## src/rtl/kbd_emu_pkg.sv

```systemverilog
package kbd_emu_pkg;

  localparam int ST_PARITY  = 7;
  localparam int ST_TIMEOUT = 6;
  localparam int ST_AUXFULL = 5;
  localparam int ST_INHIBIT = 4;
  localparam int ST_CMDDATA = 3;
  localparam int ST_FLAG    = 2;
  localparam int ST_INFULL  = 1;
  localparam int ST_OUTFULL = 0;

  typedef struct packed {
    logic ldInput;
    logic setCmd;
    logic clrCmd;
    logic setInFull;
    logic clrOutFull;
    logic ldStatus;
    logic ldOutput;
    logic ldGate;
    logic selStatus;
  } strobe_t;

endpackage

```

## src/rtl/kbd_emu_ctrl.sv

```systemverilog
module kbd_emu_ctrl
  import kbd_emu_pkg::*;
#(
  parameter int FW_ADDR_W = 12,
  parameter int IO_ADDR_W = 8,
  parameter int BYTE_W    = 8,
  parameter logic [IO_ADDR_W-1:0] DATA_PORT = 8'h60,
  parameter logic [IO_ADDR_W-1:0] CMD_PORT  = 8'h64,
  parameter logic [FW_ADDR_W-1:0] OUT_OFS   = 12'h108,
  parameter logic [FW_ADDR_W-1:0] STAT_OFS  = 12'h10C,
  parameter logic [BYTE_W-1:0]    GATE_CMD  = 8'hD1
)(
  input  logic                 clk,
  input  logic                 rstN,
  input  logic [FW_ADDR_W-1:0] fwAddr,
  input  logic                 fwWrEn,
  input  logic [IO_ADDR_W-1:0] ioAddr,
  input  logic                 ioWrEn,
  input  logic                 ioRdEn,
  input  logic [BYTE_W-1:0]    ioWrData,
  output strobe_t              strobes
);

  logic armedQ;
  logic hitData, hitCmd;
  logic wrData, wrCmd;
  logic startGate, finishGate;

  assign hitData    = (ioAddr == DATA_PORT);
  assign hitCmd     = (ioAddr == CMD_PORT);
  assign wrData     = ioWrEn && hitData;
  assign wrCmd      = ioWrEn && hitCmd;
  assign startGate  = wrCmd && (ioWrData == GATE_CMD);
  assign finishGate = wrData && armedQ;

  always_ff @(posedge clk or negedge rstN) begin
    if (!rstN)      armedQ <= 1'b0;
    else if (wrCmd) armedQ <= startGate;
    else if (wrData) armedQ <= 1'b0;
  end

  always_comb begin
    strobes            = '0;
    strobes.ldInput    = wrData || wrCmd;
    strobes.clrCmd     = wrData;
    strobes.setCmd     = wrCmd;
    strobes.setInFull  = (wrData || wrCmd) && !startGate && !finishGate;
    strobes.clrOutFull = ioRdEn && hitData;
    strobes.ldStatus   = fwWrEn && (fwAddr == STAT_OFS);
    strobes.ldOutput   = fwWrEn && (fwAddr == OUT_OFS);
    strobes.ldGate     = finishGate;
    strobes.selStatus  = hitCmd;
  end

endmodule

```

## src/rtl/kbd_emu_dp.sv

```systemverilog
module kbd_emu_dp
  import kbd_emu_pkg::*;
#(
  parameter int FW_ADDR_W = 12,
  parameter int FW_DATA_W = 32,
  parameter int BYTE_W    = 8,
  parameter logic [FW_ADDR_W-1:0] IN_OFS   = 12'h104,
  parameter logic [FW_ADDR_W-1:0] OUT_OFS  = 12'h108,
  parameter logic [FW_ADDR_W-1:0] STAT_OFS = 12'h10C
)(
  input  logic                 clk,
  input  logic                 rstN,
  input  strobe_t              strobes,
  input  logic [FW_ADDR_W-1:0] fwAddr,
  input  logic [FW_DATA_W-1:0] fwWrData,
  input  logic [BYTE_W-1:0]    ioWrData,
  input  logic                 irqEnable,
  input  logic                 emuEnable,
  input  logic                 charPending,
  output logic [FW_DATA_W-1:0] fwRdData,
  output logic [BYTE_W-1:0]    ioRdData,
  output logic [BYTE_W-1:0]    statusByte,
  output logic                 irq1,
  output logic                 irq12,
  output logic                 emuIrq,
  output logic                 gateA20
);

  localparam int PAD_W = FW_DATA_W - BYTE_W;

  logic [BYTE_W-1:0] inputQ, outputQ, statusQ, statusD;
  logic              gateQ;

  always_comb begin
    statusD = strobes.ldStatus ? fwWrData[BYTE_W-1:0] : statusQ;
    if (strobes.clrCmd)     statusD[ST_CMDDATA] = 1'b0;
    if (strobes.setCmd)     statusD[ST_CMDDATA] = 1'b1;
    if (strobes.setInFull)  statusD[ST_INFULL]  = 1'b1;
    if (strobes.clrOutFull) statusD[ST_OUTFULL] = 1'b0;
  end

  always_ff @(posedge clk or negedge rstN) begin
    if (!rstN) begin
      inputQ  <= '0;
      outputQ <= '0;
      statusQ <= '0;
      gateQ   <= 1'b0;
    end else begin
      statusQ <= statusD;
      if (strobes.ldInput)  inputQ  <= ioWrData;
      if (strobes.ldOutput) outputQ <= fwWrData[BYTE_W-1:0];
      if (strobes.ldGate)   gateQ   <= ioWrData[1];
    end
  end

  always_comb begin
    unique case (fwAddr)
      IN_OFS:   fwRdData = {{PAD_W{1'b0}}, inputQ};
      OUT_OFS:  fwRdData = {{PAD_W{1'b0}}, outputQ};
      STAT_OFS: fwRdData = {{PAD_W{1'b0}}, statusQ};
      default:  fwRdData = '0;
    endcase
  end

  assign ioRdData   = strobes.selStatus ? statusQ : outputQ;
  assign statusByte = statusQ;
  assign gateA20    = gateQ;
  assign irq1       = irqEnable && statusQ[ST_OUTFULL] && !statusQ[ST_AUXFULL];
  assign irq12      = irqEnable && statusQ[ST_OUTFULL] &&  statusQ[ST_AUXFULL];
  assign emuIrq     = (emuEnable && statusQ[ST_INFULL]) ||
                      (!statusQ[ST_OUTFULL] && charPending);

endmodule

```

## src/rtl/kbd_emu_top.sv

```systemverilog
module kbd_emu_top
  import kbd_emu_pkg::*;
#(
  parameter int FW_ADDR_W = 12,
  parameter int FW_DATA_W = 32,
  parameter int IO_ADDR_W = 8,
  parameter int BYTE_W    = 8,
  parameter logic [IO_ADDR_W-1:0] DATA_PORT = 8'h60,
  parameter logic [IO_ADDR_W-1:0] CMD_PORT  = 8'h64,
  parameter logic [FW_ADDR_W-1:0] IN_OFS    = 12'h104,
  parameter logic [FW_ADDR_W-1:0] OUT_OFS   = 12'h108,
  parameter logic [FW_ADDR_W-1:0] STAT_OFS  = 12'h10C,
  parameter logic [BYTE_W-1:0]    GATE_CMD  = 8'hD1
)(
  input  logic                 clk,
  input  logic                 rstN,
  input  logic [FW_ADDR_W-1:0] fwAddr,
  input  logic                 fwWrEn,
  input  logic [FW_DATA_W-1:0] fwWrData,
  output logic [FW_DATA_W-1:0] fwRdData,
  input  logic [IO_ADDR_W-1:0] ioAddr,
  input  logic                 ioWrEn,
  input  logic                 ioRdEn,
  input  logic [BYTE_W-1:0]    ioWrData,
  output logic [BYTE_W-1:0]    ioRdData,
  input  logic                 irqEnable,
  input  logic                 emuEnable,
  input  logic                 charPending,
  output logic                 irq1,
  output logic                 irq12,
  output logic                 emuIrq,
  output logic                 gateA20
);

  strobe_t           strobes;
  logic [BYTE_W-1:0] statusByte;

  kbd_emu_ctrl #(
    .FW_ADDR_W(FW_ADDR_W), .IO_ADDR_W(IO_ADDR_W), .BYTE_W(BYTE_W),
    .DATA_PORT(DATA_PORT), .CMD_PORT(CMD_PORT),
    .OUT_OFS(OUT_OFS), .STAT_OFS(STAT_OFS), .GATE_CMD(GATE_CMD)
  ) ctrl_i (
    .clk(clk), .rstN(rstN), .fwAddr(fwAddr), .fwWrEn(fwWrEn),
    .ioAddr(ioAddr), .ioWrEn(ioWrEn), .ioRdEn(ioRdEn),
    .ioWrData(ioWrData), .strobes(strobes)
  );

  kbd_emu_dp #(
    .FW_ADDR_W(FW_ADDR_W), .FW_DATA_W(FW_DATA_W), .BYTE_W(BYTE_W),
    .IN_OFS(IN_OFS), .OUT_OFS(OUT_OFS), .STAT_OFS(STAT_OFS)
  ) dp_i (
    .clk(clk), .rstN(rstN), .strobes(strobes), .fwAddr(fwAddr),
    .fwWrData(fwWrData), .ioWrData(ioWrData), .irqEnable(irqEnable),
    .emuEnable(emuEnable), .charPending(charPending),
    .fwRdData(fwRdData), .ioRdData(ioRdData), .statusByte(statusByte),
    .irq1(irq1), .irq12(irq12), .emuIrq(emuIrq), .gateA20(gateA20)
  );

endmodule

```

## config.mk

```make
export PLATFORM = sky130hd
export DESIGN_NAME = kbd_emu_top
export DESIGN_NICKNAME = d
export VERILOG_FILES = /design/src/rtl/kbd_emu_pkg.sv /design/src/rtl/kbd_emu_ctrl.sv /design/src/rtl/kbd_emu_dp.sv /design/src/rtl/kbd_emu_top.sv
export SDC_FILE = /design/constraint.sdc
export NUM_CORES = 1
export LEC_CHECK = 0
export BUFFER_PORTS_ARGS = -buffer_cell sky130_fd_sc_hd__clkbuf_2
export CAP_MARGIN = 5
export CELL_PAD_IN_SITES_DETAIL_PLACEMENT = 0
export CELL_PAD_IN_SITES_GLOBAL_PLACEMENT = 1
export CORE_MARGIN = 4
export CORE_UTILIZATION = 30
export DETAILED_ROUTE_END_ITERATION = 10
export HOLD_SLACK_MARGIN = 0.05
export PLACE_DENSITY = 0.77
export SLEW_MARGIN = 25
export SYNTH_ARGS = -nofsm -noshare
export SYNTH_HDL_FRONTEND = slang
export SYNTH_HIERARCHICAL = 1
export SYNTH_SLANG_ARGS = --single-unit
export TNS_END_PERCENT = 30
```

## constraint.sdc

```tcl
create_clock -name clk -period 1.3 [get_ports clk]
set_input_delay 0.065 -clock clk [delete_from_list [all_inputs] [get_ports clk]]
set_output_delay 0.065 -clock clk [all_outputs]
set_load 0.02 [all_outputs]
```

==> qor.yml <==
run_status:
  status: "complete, but fails checks"
  violations: "negative setup slack"
cells_and_area:
  synthToLayoutAreaGrowth_pct: 39.7
  antennaDiodeCount: 0
  fillers: 541
  seq_area_um2: 651
  fin_nets: 311
  drive_gt1_share_pct: 58.3
  multiInputGateArea_um2: 945
  design_area_mm2: 0.00239
die:
  die-area_mm2: 0.00698
  die_x_um: 83.5
  io_pins: 112
  design.core.area_mm2: 0.00551
  num_rows: 27
  initial_utilization_pct: 31.1
  fp.dieH_um: 83.5
timing:
  rsz0062_at_grt: "true"
  setup_violations: 14
  fin_skew_ps: 0.615
  fmax_ghz: 0.722
  max_slew_margin_pct: 56.6
  tns_ps: -659
  min_period_ps: 1380
  fin_ws_ps: -84.6
  slew_violations: 0
  min_period_over_period_pct: 107
  finalHoldViolations: 0
  tightest_slew_ps: 652
setup_path:
  start_kind: "register"
  cp.required_ps: 1240
  cp_max_fo: 2
  cp_top_family: "flip-flops"
  arrival_ps: 1320
  path_cells: "mux2_4 > a22oi_2 > nor2_1 > buf_4"
  end_kind: "output port"
  critical_path_depth: 4
  crit_path_top_delay_cell: "dfrtp_1"
  critPathKind: "reg -> out"
  crit_buf_inv: 1
  reg2regPathDepth: 2
  slowest_delay_ps: 410
routing:
  drt-pass1-iter-count: 4
  routed_wirelength_um: 4170
  first_iter_violations: 23
  wire_per_inst_um: 13.3
  vias_per_cell: 4.39
  drc: 0
  antenna_left: 0
  vias: 1378
synthesis:
  ys_warn_count: 6
  synth.cell_area_mm2: 0.00171
  synth-xor-area-share_pct: 0
  avgSynthCellArea_um2: 11.0
  netlist_top_cells_area: "dfrtp_1, mux2_2, buf_4"
  yosys.area_share.simple_pct: 13.5
  ys_seq_area_share_pct: 38.0
  synthCells: 156
  synthMuxAreaShare_pct: 27.3
  netlist.area_leader.share_pct: 38.0
  synth-adder-area-share_pct: 0
  synth_top_cell_by_area: "dfrtp_1"
  ys_seq_elements: 26
  synth_top_family_by_area: "multiplexers"
  synth_cell_types: 31
  synth_compound_gate_area_share_pct: 5.48
clocking:
  cts.reportedPaths.clkPinSlew_ps: 90
  h-tree-depth: 1
  cts_num_sinks: 26
  cts_tree: "built"
  clk_latency_ps: 260
  cts_buffers: 3
  cts-root-buf: "clkbuf_8"
  ctsLongestPathBuffers: 2
global_route:
  grt-ovfl-total: 0
  grt_util_all_layers_pct: 11.6
  grt_pass1_wl_um: 6660
  grt_start_max_net_pins: 27
  antenna_found_initial: 0
  grt_pass1_vias: 1431
placement:
  dp_hpwl_um: 3370
  place_congestion: 0.816
  port_buffers: 63
  postPlaceCellArea_mm2: 0.00211
worst_hold_path:
  worstHoldPathType: "in -> reg"
  hold_depth: 2
power_and_ir_drop:
  p_total_mw: 1.70
  ir_drop_mv: 0.328
  powerDensity_mw_per_mm2: 711
  p_leak_nw: 1.24
run:
  max-cap-violations: 0
[registers in the layout, summed over array words and instances, names as in the netlist]
name and count:
dp_i/inputQ 8, dp_i/gateA20 1, ctrl_i/armedQ 1, dp_i/statusByte 8, dp_i/outputQ 8
[placed cells by master (no fill, tap or decap), types with 2 or more instances in the layout]
| cell | count |
|---|---|
| clkbuf_2 | 47 |
| mux2_2 | 30 |
| dfrtp_1 | 26 |
| buf_4 | 24 |
| conb_1 | 24 |
| nor2_1 | 15 |
| mux2_4 | 9 |
| dlygate4sd3_1 | 9 |
| buf_2 | 7 |
| a22oi_2 | 5 |
| clkbuf_8 | 4 |
| inv_1 | 4 |
| buf_6 | 4 |
| nor4b_1 | 3 |
| a22oi_1 | 3 |
| nor3b_1 | 2 |
| nor2b_1 | 2 |
| nand2_1 | 2 |
| mux2i_1 | 2 |
| buf_8 | 2 |
[worst register-to-register path: stages (launching register included)]
cell and delay [ps]:
dfrtp_1 370, nor3b_1 220, mux2_2 360
[report_power, final]
group / total [mW] / internal [mW] / switching [mW]
sequential: 0.857 / 0.837 / 0.0202
clock: 0.510 / 0.270 / 0.240
combinational: 0.331 / 0.156 / 0.175
total: 1.70 / 1.26 / 0.436
[metal layers]
metal | routed length, um | vias up | share of wire, % | global-route usage [%]
met5 | 0 | - | 0 | 0
met4 | 23 | 0 | 0.55 | 2.63
met3 | 245 | 2 | 5.9 | 2.27
li1 | - | 668 | - | -
met2 | 2080 | 44 | 50 | 19.7
met1 | 1830 | 664 | 44 | 15.2
[cell usage after synthesis]
library cell  count
mux2_2           35
buf_4            28
dfrtp_1          26
nor2_1           16
a22oi_1           7
buf_2             6
inv_1             4
nand2_1           3
nor4b_1           3
mux2_1            2
mux2_4            2
mux2i_1           2
nor2b_1           2
nor3b_1           2
nor4_1            2
a211o_1           1
a211oi_1          1
a22oi_2           1
and3_1            1
and4bb_2          1
buf_6             1
conb_1            1
nand3_1           1
nand3_2           1
nand3_4           1
nand3b_1          1
nand4b_1          1
nor3_2            1
nor4b_2           1
o21ai_0           1
o21bai_1          1
[path summary, 6_finish.rpt]
kind                           startpoint            endpoint  slack, ps
hold / removal                ioWrData[1]        dp_i/gateA20         50
setup / recovery           dp_i/inputQ[5]         fwRdData[5]        -80
setup reg to reg            ctrl_i/armedQ        dp_i/gateA20        240
min in group asynchronous            rstN      dp_i/inputQ[6]        350
hold reg to reg              dp_i/gateA20        dp_i/gateA20        510
max in group asynchronous            rstN  dp_i/statusByte[0]        530
[per-stage QoR]
| stage | setup slack [ps] | hold slack (ps) | utilization, % | std cells |
|---|---|---|---|---|
| 6_report | -84.6 | 54.7 | 43.4 | 314 |
| 5_1_grt | -164 | 50.1 | 43.4 | 314 |
| 4_1_cts | -106 | 51.1 | 42.0 | 313 |
| 3_5_place_dp | -187 | 125 | 38.3 | 298 |
| 3_3_place_gp | -124 | 125 | 38.3 | 298 |
| 2_1_floorplan | 32.9 | -231 | - | 179 |
[cell families (layout without fill, tap and decap cells)]
| logic type | count (synthesis) | in the layout |
|---|---|---|
| other | 1 | 24 |
| flip-flops | 26 | 26 |
| multiplexers | 41 | 41 |
| AND/OR/NAND/NOR | 37 | 37 |
| buffers and inverters | 39 | 102 |
| AO/OA/AOI/OAI | 12 | 12 |
[repair_timing]
action	in CTS	in global routing
cloned	0	0
resized for setup	12	33
hold buffers	9	0
endpoints found under the hold margin	35	0
setup endpoints to repair	16	17
setup buffers	2	1
pin swaps	3	8
[final cells by class]
type | instances | share of cell area (%)
multi-input cells | 114 | 39.5
inverters | 4 | 0.628
well taps | 72 | 3.77
flip-flops and latches | 26 | 27.2
clock buffers | 4 | 2.30
repair buffers | 94 | 26.6
Power figures use the tool's default switching activity.
